## src/rtl/cta_pkg.sv

```systemverilog
// Package: shared types for the column-steered token arbiter.
// Assumes: nothing beyond IEEE 1800-2017.
package cta_pkg;

    // Where the token is in its cycle of visits.
    typedef enum logic [1:0] {
        PH_VISIT = 2'd0,  // token sits at a tile and looks at its request
        PH_HOLD  = 2'd1,  // token held, tile granted
        PH_SHIFT = 2'd2   // token returning; power moves to next column
    } phase_e;

endpackage

```

## src/rtl/cta_token_walker.sv

```systemverilog
// Module: token position and phase sequencer.
// Walks the token through the positions of a column. When the last position is done,
// it spends one shift cycle and enters the next column at position 0.
// Assumes: req_here is the request of the tile at (col_o, pos_o).
// Assumes: hold_done is only meaningful in PH_HOLD.
module cta_token_walker
    import cta_pkg::*;
#(
    parameter int NUM_COLS      = 4,
    parameter int TILES_PER_COL = 4,
    localparam int COL_W = (NUM_COLS > 1) ? $clog2(NUM_COLS) : 1,
    localparam int POS_W = (TILES_PER_COL > 1) ? $clog2(TILES_PER_COL) : 1
) (
    input  logic             clk,
    input  logic             rst_n,
    input  logic             req_here,
    input  logic             hold_done,
    output phase_e           phase_o,
    output logic [COL_W-1:0] col_o,
    output logic [POS_W-1:0] pos_o
);

    phase_e           ph_q, ph_d;
    logic [COL_W-1:0] col_q, col_d;
    logic [POS_W-1:0] pos_q, pos_d;
    logic             step;
    logic             last_pos;
    logic             last_col;

    assign last_pos = (pos_q == POS_W'(TILES_PER_COL - 1));
    assign last_col = (col_q == COL_W'(NUM_COLS - 1));

    // Decide whether the token leaves the current tile this cycle.
    always_comb begin
        step = 1'b0;
        if (ph_q == PH_VISIT) begin
            step = !req_here;
        end else if (ph_q == PH_HOLD) begin
            step = !req_here || hold_done;
        end
    end

    // Compute the next phase and token position.
    always_comb begin
        ph_d  = ph_q;
        col_d = col_q;
        pos_d = pos_q;
        unique case (ph_q)
            PH_VISIT: if (req_here) ph_d = PH_HOLD;
            PH_SHIFT: ph_d = PH_VISIT;
            default:  ph_d = ph_q;
        endcase
        if (step) begin
            if (last_pos) begin
                ph_d  = PH_SHIFT;
                pos_d = '0;
                col_d = last_col ? '0 : col_q + COL_W'(1);
            end else begin
                ph_d  = PH_VISIT;
                pos_d = pos_q + POS_W'(1);
            end
        end
    end

    // Register token state; reset places it at tile 0 of column 0.
    always_ff @(posedge clk) begin
        if (!rst_n) begin
            ph_q  <= PH_VISIT;
            col_q <= '0;
            pos_q <= '0;
        end else begin
            ph_q  <= ph_d;
            col_q <= col_d;
            pos_q <= pos_d;
        end
    end

    assign phase_o = ph_q;
    assign col_o   = col_q;
    assign pos_o   = pos_q;

    AST_SHIFT_TO_HEAD: assert property (@(posedge clk) disable iff (!rst_n)
        (ph_q == PH_SHIFT) |=> (ph_q == PH_VISIT && pos_q == '0));

    AST_COL_ROTATE: assert property (@(posedge clk) disable iff (!rst_n)
        (ph_q == PH_SHIFT) |-> (col_q == (($past(col_q) == COL_W'(NUM_COLS - 1)) ? COL_W'(0) : $past(col_q) + COL_W'(1))));

    AST_IDLE_PASS: assert property (@(posedge clk) disable iff (!rst_n)
        (ph_q == PH_VISIT && !req_here && !last_pos) |=> (ph_q == PH_VISIT && pos_q == $past(pos_q) + POS_W'(1)));

endmodule

```

## src/rtl/cta_hold_timer.sv

```systemverilog
// Module: grant-length counter.
// Counts the cycles of the current grant and signals when the limit is reached.
// A limit of zero behaves as one.
// Assumes: limit is stable while a grant is active.
module cta_hold_timer #(
    parameter int HOLD_W = 4
) (
    input  logic              clk,
    input  logic              rst_n,
    input  logic              start,
    input  logic              active,
    input  logic [HOLD_W-1:0] limit,
    output logic              done
);

    logic [HOLD_W-1:0] cnt_q;

    assign done = active && (cnt_q >= limit);

    // Load 1 when a grant begins; count up while the grant runs.
    always_ff @(posedge clk) begin
        if (!rst_n) begin
            cnt_q <= '0;
        end else if (start) begin
            cnt_q <= HOLD_W'(1);
        end else if (active && !done) begin
            cnt_q <= cnt_q + HOLD_W'(1);
        end
    end

    AST_HOLD_BOUND: assert property (@(posedge clk) disable iff (!rst_n)
        active |-> (cnt_q != '0 && (cnt_q <= limit || cnt_q == HOLD_W'(1))));

endmodule

```

## src/rtl/cta_grant_decode.sv

```systemverilog
// Module: turns the token position into per-tile grants and per-column power enables.
// Assumes: tile index = column * TILES_PER_COL + position.
module cta_grant_decode #(
    parameter int NUM_COLS      = 4,
    parameter int TILES_PER_COL = 4,
    localparam int COL_W = (NUM_COLS > 1) ? $clog2(NUM_COLS) : 1,
    localparam int POS_W = (TILES_PER_COL > 1) ? $clog2(TILES_PER_COL) : 1,
    localparam int NUM_TILES = NUM_COLS * TILES_PER_COL
) (
    input  logic                 hold_i,
    input  logic [COL_W-1:0]     col_i,
    input  logic [POS_W-1:0]     pos_i,
    output logic [NUM_TILES-1:0] grant_o,
    output logic [NUM_COLS-1:0]  col_en_o
);

    // One enable per column, and one grant per tile inside that column.
    for (genvar c = 0; c < NUM_COLS; c++) begin : g_col
        assign col_en_o[c] = (col_i == COL_W'(c));
        for (genvar p = 0; p < TILES_PER_COL; p++) begin : g_tile
            assign grant_o[c*TILES_PER_COL+p] = hold_i && (col_i == COL_W'(c)) && (pos_i == POS_W'(p));
        end
    end

endmodule

```

## src/rtl/column_token_arbiter.sv

```systemverilog
// Module: top of the column-steered token arbiter.
// A single token gives one tile at a time access to a shared broadcast channel.
// Power is steered to the column that holds the token.
// Assumes: req is synchronous to clk, and max_hold is static during a grant.
module column_token_arbiter
    import cta_pkg::*;
#(
    parameter int NUM_COLS      = 4,
    parameter int TILES_PER_COL = 4,
    parameter int HOLD_W        = 4,
    localparam int NUM_TILES = NUM_COLS * TILES_PER_COL,
    localparam int COL_W = (NUM_COLS > 1) ? $clog2(NUM_COLS) : 1,
    localparam int POS_W = (TILES_PER_COL > 1) ? $clog2(TILES_PER_COL) : 1,
    localparam int IDX_W = (NUM_TILES > 1) ? $clog2(NUM_TILES) : 1
) (
    input  logic                 clk,
    input  logic                 rst_n,
    input  logic [NUM_TILES-1:0] req,
    input  logic [HOLD_W-1:0]    max_hold,
    output logic [NUM_TILES-1:0] grant,
    output logic [NUM_COLS-1:0]  col_en
);

    phase_e           phase;
    logic [COL_W-1:0] col;
    logic [POS_W-1:0] pos;
    logic [IDX_W-1:0] tile_idx;
    logic             req_here;
    logic             hold_done;
    logic             hold_start;
    logic             hold_active;

    // Find the token's tile and the request at that tile.
    assign tile_idx    = IDX_W'(col) * IDX_W'(TILES_PER_COL) + IDX_W'(pos);
    assign req_here    = req[tile_idx];
    assign hold_start  = (phase == PH_VISIT) && req_here;
    assign hold_active = (phase == PH_HOLD);

    cta_token_walker #(
        .NUM_COLS      (NUM_COLS),
        .TILES_PER_COL (TILES_PER_COL)
    ) u_walker (
        .clk       (clk),
        .rst_n     (rst_n),
        .req_here  (req_here),
        .hold_done (hold_done),
        .phase_o   (phase),
        .col_o     (col),
        .pos_o     (pos)
    );

    cta_hold_timer #(
        .HOLD_W (HOLD_W)
    ) u_timer (
        .clk    (clk),
        .rst_n  (rst_n),
        .start  (hold_start),
        .active (hold_active),
        .limit  (max_hold),
        .done   (hold_done)
    );

    cta_grant_decode #(
        .NUM_COLS      (NUM_COLS),
        .TILES_PER_COL (TILES_PER_COL)
    ) u_decode (
        .hold_i   (hold_active),
        .col_i    (col),
        .pos_i    (pos),
        .grant_o  (grant),
        .col_en_o (col_en)
    );

    AST_GRANT_ONEHOT0: assert property (@(posedge clk) disable iff (!rst_n)
        $onehot0(grant));

    AST_COLEN_ONEHOT: assert property (@(posedge clk) disable iff (!rst_n)
        $onehot(col_en));

    AST_SHIFT_SILENT: assert property (@(posedge clk) disable iff (!rst_n)
        (phase == PH_SHIFT) |-> (grant == '0));

    AST_RELEASE_ON_DROP: assert property (@(posedge clk) disable iff (!rst_n)
        (hold_active && !req_here) |=> (grant == '0));

    for (genvar t = 0; t < NUM_TILES; t++) begin : g_chk
        AST_GRANT_HAS_REQ: assert property (@(posedge clk) disable iff (!rst_n)
            grant[t] |-> $past(req[t]));
        AST_GRANT_IN_COLUMN: assert property (@(posedge clk) disable iff (!rst_n)
            grant[t] |-> col_en[t / TILES_PER_COL]);
    end

endmodule

```

## config.mk

```make
export PLATFORM = sky130hd
export DESIGN_NAME = column_token_arbiter
export DESIGN_NICKNAME = d
export VERILOG_FILES = /design/src/rtl/cta_pkg.sv /design/src/rtl/cta_token_walker.sv /design/src/rtl/cta_hold_timer.sv /design/src/rtl/cta_grant_decode.sv /design/src/rtl/column_token_arbiter.sv
export SDC_FILE = /design/constraint.sdc
export NUM_CORES = 1
export LEC_CHECK = 0
export BUFFER_PORTS_ARGS = -buffer_cell sky130_fd_sc_hd__buf_2
export CAP_MARGIN = 20
export CORE_UTILIZATION = 46
export CTS_CLUSTER_SIZE = 20
export DETAILED_ROUTE_END_ITERATION = 8
export HOLD_SLACK_MARGIN = 0.02
export PLACE_DENSITY = 0.79
export SYNTH_ARGS = -nofsm -noshare
export SYNTH_HDL_FRONTEND = slang
export SYNTH_SLANG_ARGS = --single-unit
```

## constraint.sdc

```tcl
create_clock -name clk -period 2.3 [get_ports clk]
set_input_delay 0.115 -clock clk [delete_from_list [all_inputs] [get_ports clk]]
set_output_delay 0.115 -clock clk [all_outputs]
set_load 0.1 [all_outputs]
```

==> metrics.cfg, run 1 <==
[status]
outcome=complete, no violations

[floorplanning]
ios=42
die_h_um=46.9
core_area_mm2=0.00180
die_area_mm2=0.00220
num_rows=15
start_util_pct=51.4
die_w_um=46.9

[clock_tree]
post_cts_resized=0
clock-sinks=10
htree_levels=1
holdBufCountCts=0
postCtsSetupRepairBufs=0
cts_tree=done
clockBufferDepth=2
cts_inserted_buffers=3
path_clk_slew_ps=70
root_buffer=clkbuf_4
clk-insertion-delay-late_ps=270

[critical_path]
crit_arrival_ps=2170
required_ps=2460
cp-end-kind=flip-flop
path_max_fanout=9
reg2regPathDepth=5
setup.worst_path.start_class=flip-flop
worstSetupPathType=reg2reg

[sta]
rsz0062_at_grt=false
fin_ws_ps=289
post-route-min-period_ps=2010
slew_viol_final=0
fin_skew_ps=1.32
worstMarginPinSlew_ps=490
tns_ps=0
finalCritPeriodShare_pct=87.4
setup_viol=0
slew-limit-headroom_pct=67.6
fmax_mhz=497
hold_viol=0

[min_path]
hp-class=in2reg
hold_depth=2

[global_route]
grt_first_pass_wirelength_um=3360
first_global_vias=791
track_usage_pct=21.8
gr-total-overflow=0
antenna_found_initial=0
grt_max_degree=22

[yosys]
seq_area_frac_synth_pct=21.6
synth_area_per_cell_um2=8.57
ys_seq_elements=10
syn_area_um2=926
syn_inst=108
syn-num-nets=143
yosysWarnings=0
ys_types=30

[placement]
routabilityCongestion=0.889
post-place-ws_ps=286
dpl.hpwl_um=1790
io_buffers=41

[pwr]
power_mw=0.935
p_leak_nw=0.671
peakVddDrop_uv=623
power.density_mw_per_mm2=776

[detailed_routing]
num_vias=931
routed_wl_um=2110
wl_per_cell_um=12.0
antenna_left=0
vias_per_cell=5.29
drtIter0Drc=15
dr.pass1.iters=4
drc=0

[cells_and_area]
final_cell_mix=buf_2, ha_1, and3_2
n_antenna_cell=0
num-nets-final=187
fillers=164
mostFrequentLayoutCell=buf_2
area_delta_synth_final_pct=30.3
drive_above_1_share_pct=43.0

[job]
cap_violations=0

## per-stage QoR
stage               hold WS [ps]  std cells  area, µm²  utilization [%]
global placement             462        172       1170             64.9
finish                       182        176       1210             66.9
global route                 187        176       1210             66.9
CTS                          177        176       1210             66.9
floorplan                    256        108        941                -
detailed placement           468        172       1170             64.9
## state kept, by name, summed over array words and instances, names as in the netlist
signal	cells
u_timer.cnt_q	4
u_walker.phase_o	2
u_walker.col_o	2
u_walker.pos_o	2
## worst paths after layout
kind | startpoint | endpoint | slack [ps]
setup / recovery | u_walker.col_o[0] | u_walker.pos_o[1] | 290
hold / removal | rst_n | u_timer.cnt_q[0] | 180
setup reg to reg | u_walker.col_o[0] | u_walker.pos_o[1] | 290
hold reg to reg | u_timer.cnt_q[1] | u_timer.cnt_q[1] | 510
## power breakdown
part           leakage, nW  switching (mW)  internal (mW)
Clock               0.0210          0.0641         0.0961
Sequential          0.0816          0.0540          0.209
Combinational        0.568           0.321          0.191
Total                0.671           0.439          0.496
## kinds of logic after synthesis
logic type | Yosys count | synth area share, %
AND/OR/NAND/NOR | 42 | 23.6
buffers and inverters | 15 | 7.30
multiplexers | 14 | 18.0
adder cells (fa/ha/maj) | 13 | 17.6
AO/OA/AOI/OAI | 11 | 9.05
flip-flops | 10 | 21.6
XOR/XNOR | 3 | 2.84
## routing by layer
metal	share of wire, %	global-route usage [%]	routed length [µm]
met1	42	24.6	894
met4	0.62	10.3	13
met3	7.5	4.23	158
met2	50	39.2	1050
met5	0	0	0
## synthesized netlist by cell type
cell type,n,area (µm²)
a221oi_1,1,8.76
o21ai_0,1,5.00
o31ai_2,1,12.5
a21o_1,1,7.51
inv_1,10,37.5
a22o_1,1,8.76
clkbuf_1,3,11.3
xnor2_1,1,8.76
o21a_1,1,7.51
mux2i_1,11,110
o21ai_1,1,5.00
buf_6,1,11.3
nor3_1,1,5.00
nand3_1,4,20.0
nor2_1,6,22.5
nor2b_1,2,12.5
o21ai_2,1,8.76
or2_1,1,6.26
buf_4,1,7.51
mux2_2,1,11.3
xor2_1,2,17.5
mux4_2,2,45.0
ha_1,13,163
o211ai_1,1,7.51
a21oi_1,1,5.00
a21boi_0,1,7.51
nand2_1,9,33.8
nand2b_1,1,6.26
and3_1,18,113
dfxtp_1,10,200
## area by class of cell
type	count	area [µm²]	share of cell area [%]
multi-input cells	83	673	55.8
repair buffers	44	228	18.9
flip-flops and latches	10	200	16.6
inverters	10	37.5	3.11
clock buffers	4	36.3	3.01
well taps	25	31.3	2.59
## worst max-delay path, cell delays in order (launching register included)
cell and delay [ps]:
dfxtp_1 590, mux2i_1 150, mux4_2 480, a22o_1 260, or2_1 280, mux2i_1 140
Power figures use the tool's default switching activity.
==> run 2: changes to the inputs <==
--- a/config.mk
+++ b/config.mk
@@ -7,11 +7,11 @@
 export LEC_CHECK = 0
 export BUFFER_PORTS_ARGS = -buffer_cell sky130_fd_sc_hd__buf_2
 export CAP_MARGIN = 20
-export CORE_UTILIZATION = 46
+export CORE_UTILIZATION = 40
 export CTS_CLUSTER_SIZE = 20
 export DETAILED_ROUTE_END_ITERATION = 8
 export HOLD_SLACK_MARGIN = 0.02
-export PLACE_DENSITY = 0.79
+export PLACE_DENSITY = 0.7
 export SYNTH_ARGS = -nofsm -noshare
 export SYNTH_HDL_FRONTEND = slang
 export SYNTH_SLANG_ARGS = --single-unit
==> run 2 against run 1 <==
  * Via count is 5.9% lower
  * Critical path depth is 1 lower
  * Die area is 14% higher
  * Sequential power is 2% lower
  * Worst setup slack better by 30 ps
  * Design area is 0.83% lower
  * Critical path type is now reg2out
  * Highest routed layer unchanged
==> metrics.cfg, run 2 (synthesized netlist as in run 1, its figures left out) <==
[clock_tree]
root_buffer=clkbuf_4
clock-sinks=10  ; unchanged
clk-insertion-delay-late_ps=250  ; -20 ps
postCtsSetupRepairBufs=0  ; unchanged
holdBufCountCts=0  ; unchanged
clockBufferDepth=2  ; unchanged
path_clk_slew_ps=60  ; about the same
cts_tree=done
cts_inserted_buffers=3  ; unchanged
post_cts_resized=0  ; unchanged
htree_levels=1  ; unchanged

[placement]
dp_cells=175  ; +1.7%
dpl.hpwl_um=1670  ; -6.7%
post_dp_cell_area_mm2=0.00117  ; +0.32%
io_buffers=41  ; unchanged
routabilityCongestion=0.783  ; -12%

[critical_path]
reg2regPathDepth=5  ; unchanged
path_cells=buf_4 > ha_1 > and3_1 > buf_2
cp_top_family=buffers and inverters
worstSetupPathType=reg2out
crit_arrival_ps=1870  ; -300 ps
reg2reg_slack_ps=330  ; +40 ps
crit_buf_inv=2  ; +2
reg2reg_to=u_walker.pos_o[1]
r2r-start=u_walker.col_o[0]
cp-end-kind=output port
required_ps=2180  ; -280 ps
path_max_fanout=9  ; unchanged
crit_path_start=u_walker.col_o[0]
worst_path_max_delay_cell=dfxtp_1
crit_end=grant[15]
max_stage_delay_ps=580  ; about the same
setup.worst_path.start_class=flip-flop
cp_num_cells=4  ; -1

[sta]
finalCritPeriodShare_pct=86.2  ; -1.3 points
hold_viol=0  ; unchanged
worstMarginPinSlew_ps=489  ; -1.52 ps
slew-limit-headroom_pct=67.7  ; +0.10 points
setup_viol=0  ; unchanged
rsz0062_at_grt=false
fin_skew_ps=3.36  ; +2.04 ps
fmax_mhz=505  ; +1.5%
post-route-min-period_ps=1980  ; -29.7 ps
tns_ps=0  ; unchanged
slew_viol_final=0  ; unchanged

[pwr]
power.density_mw_per_mm2=731  ; -5.7%
pwr-share-seq_pct=29.6  ; +1.5 points
peakVddDrop_uv=513  ; -18%
p_sw_share_pct=47.5  ; +0.49 points
p_sw_mw=0.415  ; -5.5%
p_int_mw=0.460  ; -7.3%
combPwrFrac_pct=58.0  ; +3.2 points
p_leak_nw=0.663  ; -1.1%
p_clk_share_pct=12.4  ; -4.7 points

[status]
outcome=complete, no violations

[cells_and_area]
mostFrequentLayoutCell=buf_2
num-nets-final=187  ; unchanged
max_flop_register=u_timer.cnt_q
finish.utilization_pct=54.6  ; -12 points
largest_register_ffs=4  ; unchanged
fin_cells=178  ; +1.1%
n_antenna_cell=0  ; unchanged
final_area_mm2=0.00120  ; -0.83%
drive_above_1_share_pct=42.7  ; -0.38 points
area_delta_synth_final_pct=29.2
final_cell_mix=buf_2, ha_1, and3_2

[detailed_routing]
drtIter0Drc=11  ; -4
routed_wl_um=1960  ; -7.3%
num_vias=876  ; -5.9%
drc=0  ; unchanged
wl_per_cell_um=11.0  ; -8.3%
dr.pass1.iters=7  ; +3
vias_per_cell=4.92  ; -7.0%
antenna_left=0  ; unchanged

[job]
cap_violations=0  ; unchanged

[global_route]
grt_max_degree=22  ; unchanged
grt_use_met2_pct=26.4  ; -13 points
grt_most_used_layer=met2
grt_util_met3_pct=4.01  ; -0.22 points
grt_first_pass_wirelength_um=3130  ; -6.8%
gr-total-overflow=0  ; unchanged
antenna_found_initial=0  ; unchanged
grtUsageMet1_pct=20.4  ; -4.2 points
first_global_vias=778  ; -1.6%
track_usage_pct=15.8  ; -6.0 points

[floorplanning]
ios=42  ; unchanged
die_h_um=50.1  ; +6.9%
core_area_mm2=0.00219  ; +22%
die_w_um=50.1  ; +6.9%
num_rows=17  ; +2
start_util_pct=42.3  ; -9.1 points
die_area_mm2=0.00251  ; +14%

[min_path]
hp-class=in2reg

## run 2: changes by cell type in the layout (fill, tap and decap cells not counted)
cell,previous run,this run
clkbuf_8,1,0
## run 2: how the worst min path moves through the flow
stage / startpoint / to / slack (ps) / cells past startpoint
finish: rst_n / u_timer.cnt_q[0] / 200 / 2
floorplan: rst_n / u_walker.pos_o[0] / 260 / 2
global placement: rst_n / u_timer.cnt_q[0] / 450 / 2
detailed placement: rst_n / u_timer.cnt_q[0] / 460 / 2
global route: rst_n / u_timer.cnt_q[0] / 200 / 2
CTS: rst_n / u_timer.cnt_q[0] / 190 / 2
## run 2: power by group through the flow
stage                     Combinational, mW  Clock, mW  Sequential [mW]
after floorplan                       0.414          0            0.247
after global routing                  0.550      0.124            0.267
after global placement                0.500          0            0.262
final                                 0.508      0.108            0.259
after detailed placement              0.509          0            0.263
after CTS                             0.511      0.116            0.259
## run 2: layer usage
metal	vias up	share of wire, %
met5	-	0
met2	24	47
li1	461	-
met4	0	0.97
met1	389	47
met3	2	4.8
## run 2: through the flow
step	worst slack, ps	hold slack (ps)	power [mW]
after floorplan	117	256	0.661
after global routing	178	196	0.941
after global placement	363	453	0.761
after CTS	300	188	0.886
final	318	200	0.875
after detailed placement	336	459	0.773
## run 2: area by class of cell
class,count,area [µm²]
Timing Repair Buffer,44,228
Inverter,10,37.5
Tap cell,28,35.0
Multi-Input combinational cell,83,673
Fill cell,204,995
Clock buffer,3,22.5
Sequential cell,10,200
==> run 3: changes to the inputs <==
--- a/config.mk
+++ b/config.mk
@@ -7,10 +7,12 @@
 export LEC_CHECK = 0
 export BUFFER_PORTS_ARGS = -buffer_cell sky130_fd_sc_hd__buf_2
 export CAP_MARGIN = 20
+export CORE_MARGIN = 3
 export CORE_UTILIZATION = 40
 export CTS_CLUSTER_SIZE = 20
 export DETAILED_ROUTE_END_ITERATION = 8
 export HOLD_SLACK_MARGIN = 0.02
+export MAX_ROUTING_LAYER = met4
 export PLACE_DENSITY = 0.7
 export SYNTH_ARGS = -nofsm -noshare
 export SYNTH_HDL_FRONTEND = slang
==> run 3 against run 2 <==
  * Power increased by 2.2%
  * Clock skew is 1.5 ps higher
  * Worst hold slack lost 5.3 ps
  * Sequential power is essentially flat
  * Clock power up 11%
  * Critical path type is now reg2reg
  * Largest cell class unchanged
  * Combinational power up 1%
  * Register-to-register slack worse by 70 ps
  * Die area grew 17%
  * Worst setup slack worse by 60 ps
  * Utilization rose by 2.8 points
  * Non-clock buffer count stayed put
==> metrics.cfg, run 3 (synthesized netlist as in run 1, its figures left out) <==
[floorplanning]
die_w_um=54.1  ; +8.0%
num_rows=16  ; -1
die_h_um=54.1  ; +8.0%
core_area_mm2=0.00208  ; -5.0%
die_area_mm2=0.00293  ; +17%
ios=42  ; unchanged
start_util_pct=44.5  ; +2.2 points

[critical_path]
crit_path_start=u_walker.col_o[0]
worstSetupPathType=reg2reg
reg2regPathDepth=5  ; unchanged
path_max_fanout=9  ; unchanged
required_ps=2450  ; +270 ps
crit_arrival_ps=2200  ; +330 ps
reg2reg_to=u_walker.pos_o[1]
crit_end=u_walker.pos_o[1]
reg2reg_slack_ps=260  ; -70 ps
r2r-start=u_walker.col_o[0]
setup.worst_path.start_class=flip-flop
cp-end-kind=flip-flop

[clock_tree]
htree_levels=1  ; unchanged
holdBufCountCts=0  ; unchanged
post_cts_resized=0  ; unchanged
postCtsSetupRepairBufs=0  ; unchanged
clk-insertion-delay-late_ps=270  ; +20 ps
clockBufferDepth=2  ; unchanged
clock-sinks=10  ; unchanged
root_buffer=clkbuf_4
cts_inserted_buffers=3  ; unchanged
path_clk_slew_ps=60  ; about the same
cts_tree=done

[pwr]
power.density_mw_per_mm2=749  ; +2.3%
power_mw=0.894  ; +2.2%
p_leak_nw=0.663  ; unchanged
peakVddDrop_uv=530  ; +3.3%

[cells_and_area]
max_flop_register=u_timer.cnt_q
largest_register_ffs=4  ; unchanged
mostFrequentLayoutCell=buf_2
fillers=195  ; -4.4%
n_antenna_cell=0  ; unchanged
final_cell_mix=buf_2, ha_1, and3_2
num-nets-final=187  ; unchanged
final_area_mm2=0.00119  ; -0.10%
fin_cells=177  ; -0.56%
area_delta_synth_final_pct=29.1
drive_above_1_share_pct=42.7  ; unchanged

[sta]
fin_skew_ps=4.83  ; +1.47 ps
setup_viol=0  ; unchanged
slew-limit-headroom_pct=67.7  ; +0.076 points
worstMarginPinSlew_ps=487  ; -1.15 ps
post-route-min-period_ps=2040  ; +60.3 ps
rsz0062_at_grt=false
hold_viol=0  ; unchanged
slew_viol_final=0  ; unchanged
finalCritPeriodShare_pct=88.8  ; +2.6 points
tns_ps=0  ; unchanged
fmax_mhz=490  ; -3.0%

[status]
outcome=complete, no violations

[placement]
post_dp_cell_area_mm2=0.00117  ; -0.11%
io_buffers=41  ; unchanged
routabilityCongestion=0.769  ; -1.8%
dpl.hpwl_um=1860  ; +12%
dp_cells=174  ; -0.57%

[global_route]
first_global_vias=740  ; -4.9%
grt_first_pass_wirelength_um=3370  ; +7.5%
grt_max_degree=22  ; unchanged
track_usage_pct=16.4  ; +0.64 points
antenna_found_initial=0  ; unchanged
gr-total-overflow=0  ; unchanged

[detailed_routing]
antenna_left=0  ; unchanged
drc=0  ; unchanged
vias_per_cell=5.18  ; +5.3%
num_vias=917  ; +4.7%
wl_per_cell_um=12.5  ; +14%
routed_wl_um=2220  ; +13%
drtIter0Drc=22  ; +11
dr.pass1.iters=4  ; -3

[job]
cap_violations=0  ; unchanged

[min_path]
hp-class=in2reg

run 3: cell counts in the layout (fill, tap and decap cells not counted):
No cell type changed its count.
run 3: worst max-delay path, stage by stage, from the launching register on:
cell and delay (ps):
dfxtp_1 590, mux2i_1 150, mux4_2 490, a22o_1 260, or2_1 280, mux2i_1 150
run 3: metal layers:
metal  vias to the layer above  track usage (%)  routed length [µm]
met1                       416             21.1                 947
met3                         4             3.05                 193
met5                         -                -                   0
met2                        36             25.6                1050
li1                        461                -                   -
met4                         0             5.81                  29
run 3: where the power goes:
part           switching [mW]  internal, mW  leakage (nW)
clock                  0.0590        0.0605        0.0138
combinational           0.324         0.189         0.568
sequential             0.0526         0.209        0.0816
total                   0.436         0.459         0.663
run 3: cell type report:
type	count	area [µm²]	share of cell area, %
Sequential cell	10	200	16.8
Multi-Input combinational cell	83	673	56.3
Timing Repair Buffer	44	228	19.1
Clock buffer	3	22.5	1.88
Tap cell	27	33.8	2.83
Inverter	10	37.5	3.14
run 3: how the worst min path moves through the flow:
stage           from                end  slack (ps)  cells past startpoint
6_report       rst_n   u_timer.cnt_q[0]         190                      2
5_1_grt        rst_n   u_timer.cnt_q[0]         210                      2
4_1_cts        rst_n   u_timer.cnt_q[0]         190                      2
3_5_place_dp   rst_n   u_timer.cnt_q[0]         470                      2
3_3_place_gp   rst_n   u_timer.cnt_q[0]         460                      2
2_1_floorplan  rst_n  u_walker.pos_o[0]         260                      2
run 3: metrics by stage:
step,hold WS [ps],setup WS [ps],utilization [%]
after global placement,460,349,56.3
after detailed placement,467,265,56.3
after floorplan,256,117,-
final,195,258,57.4
after global routing,212,144,57.4
after CTS,186,247,57.4
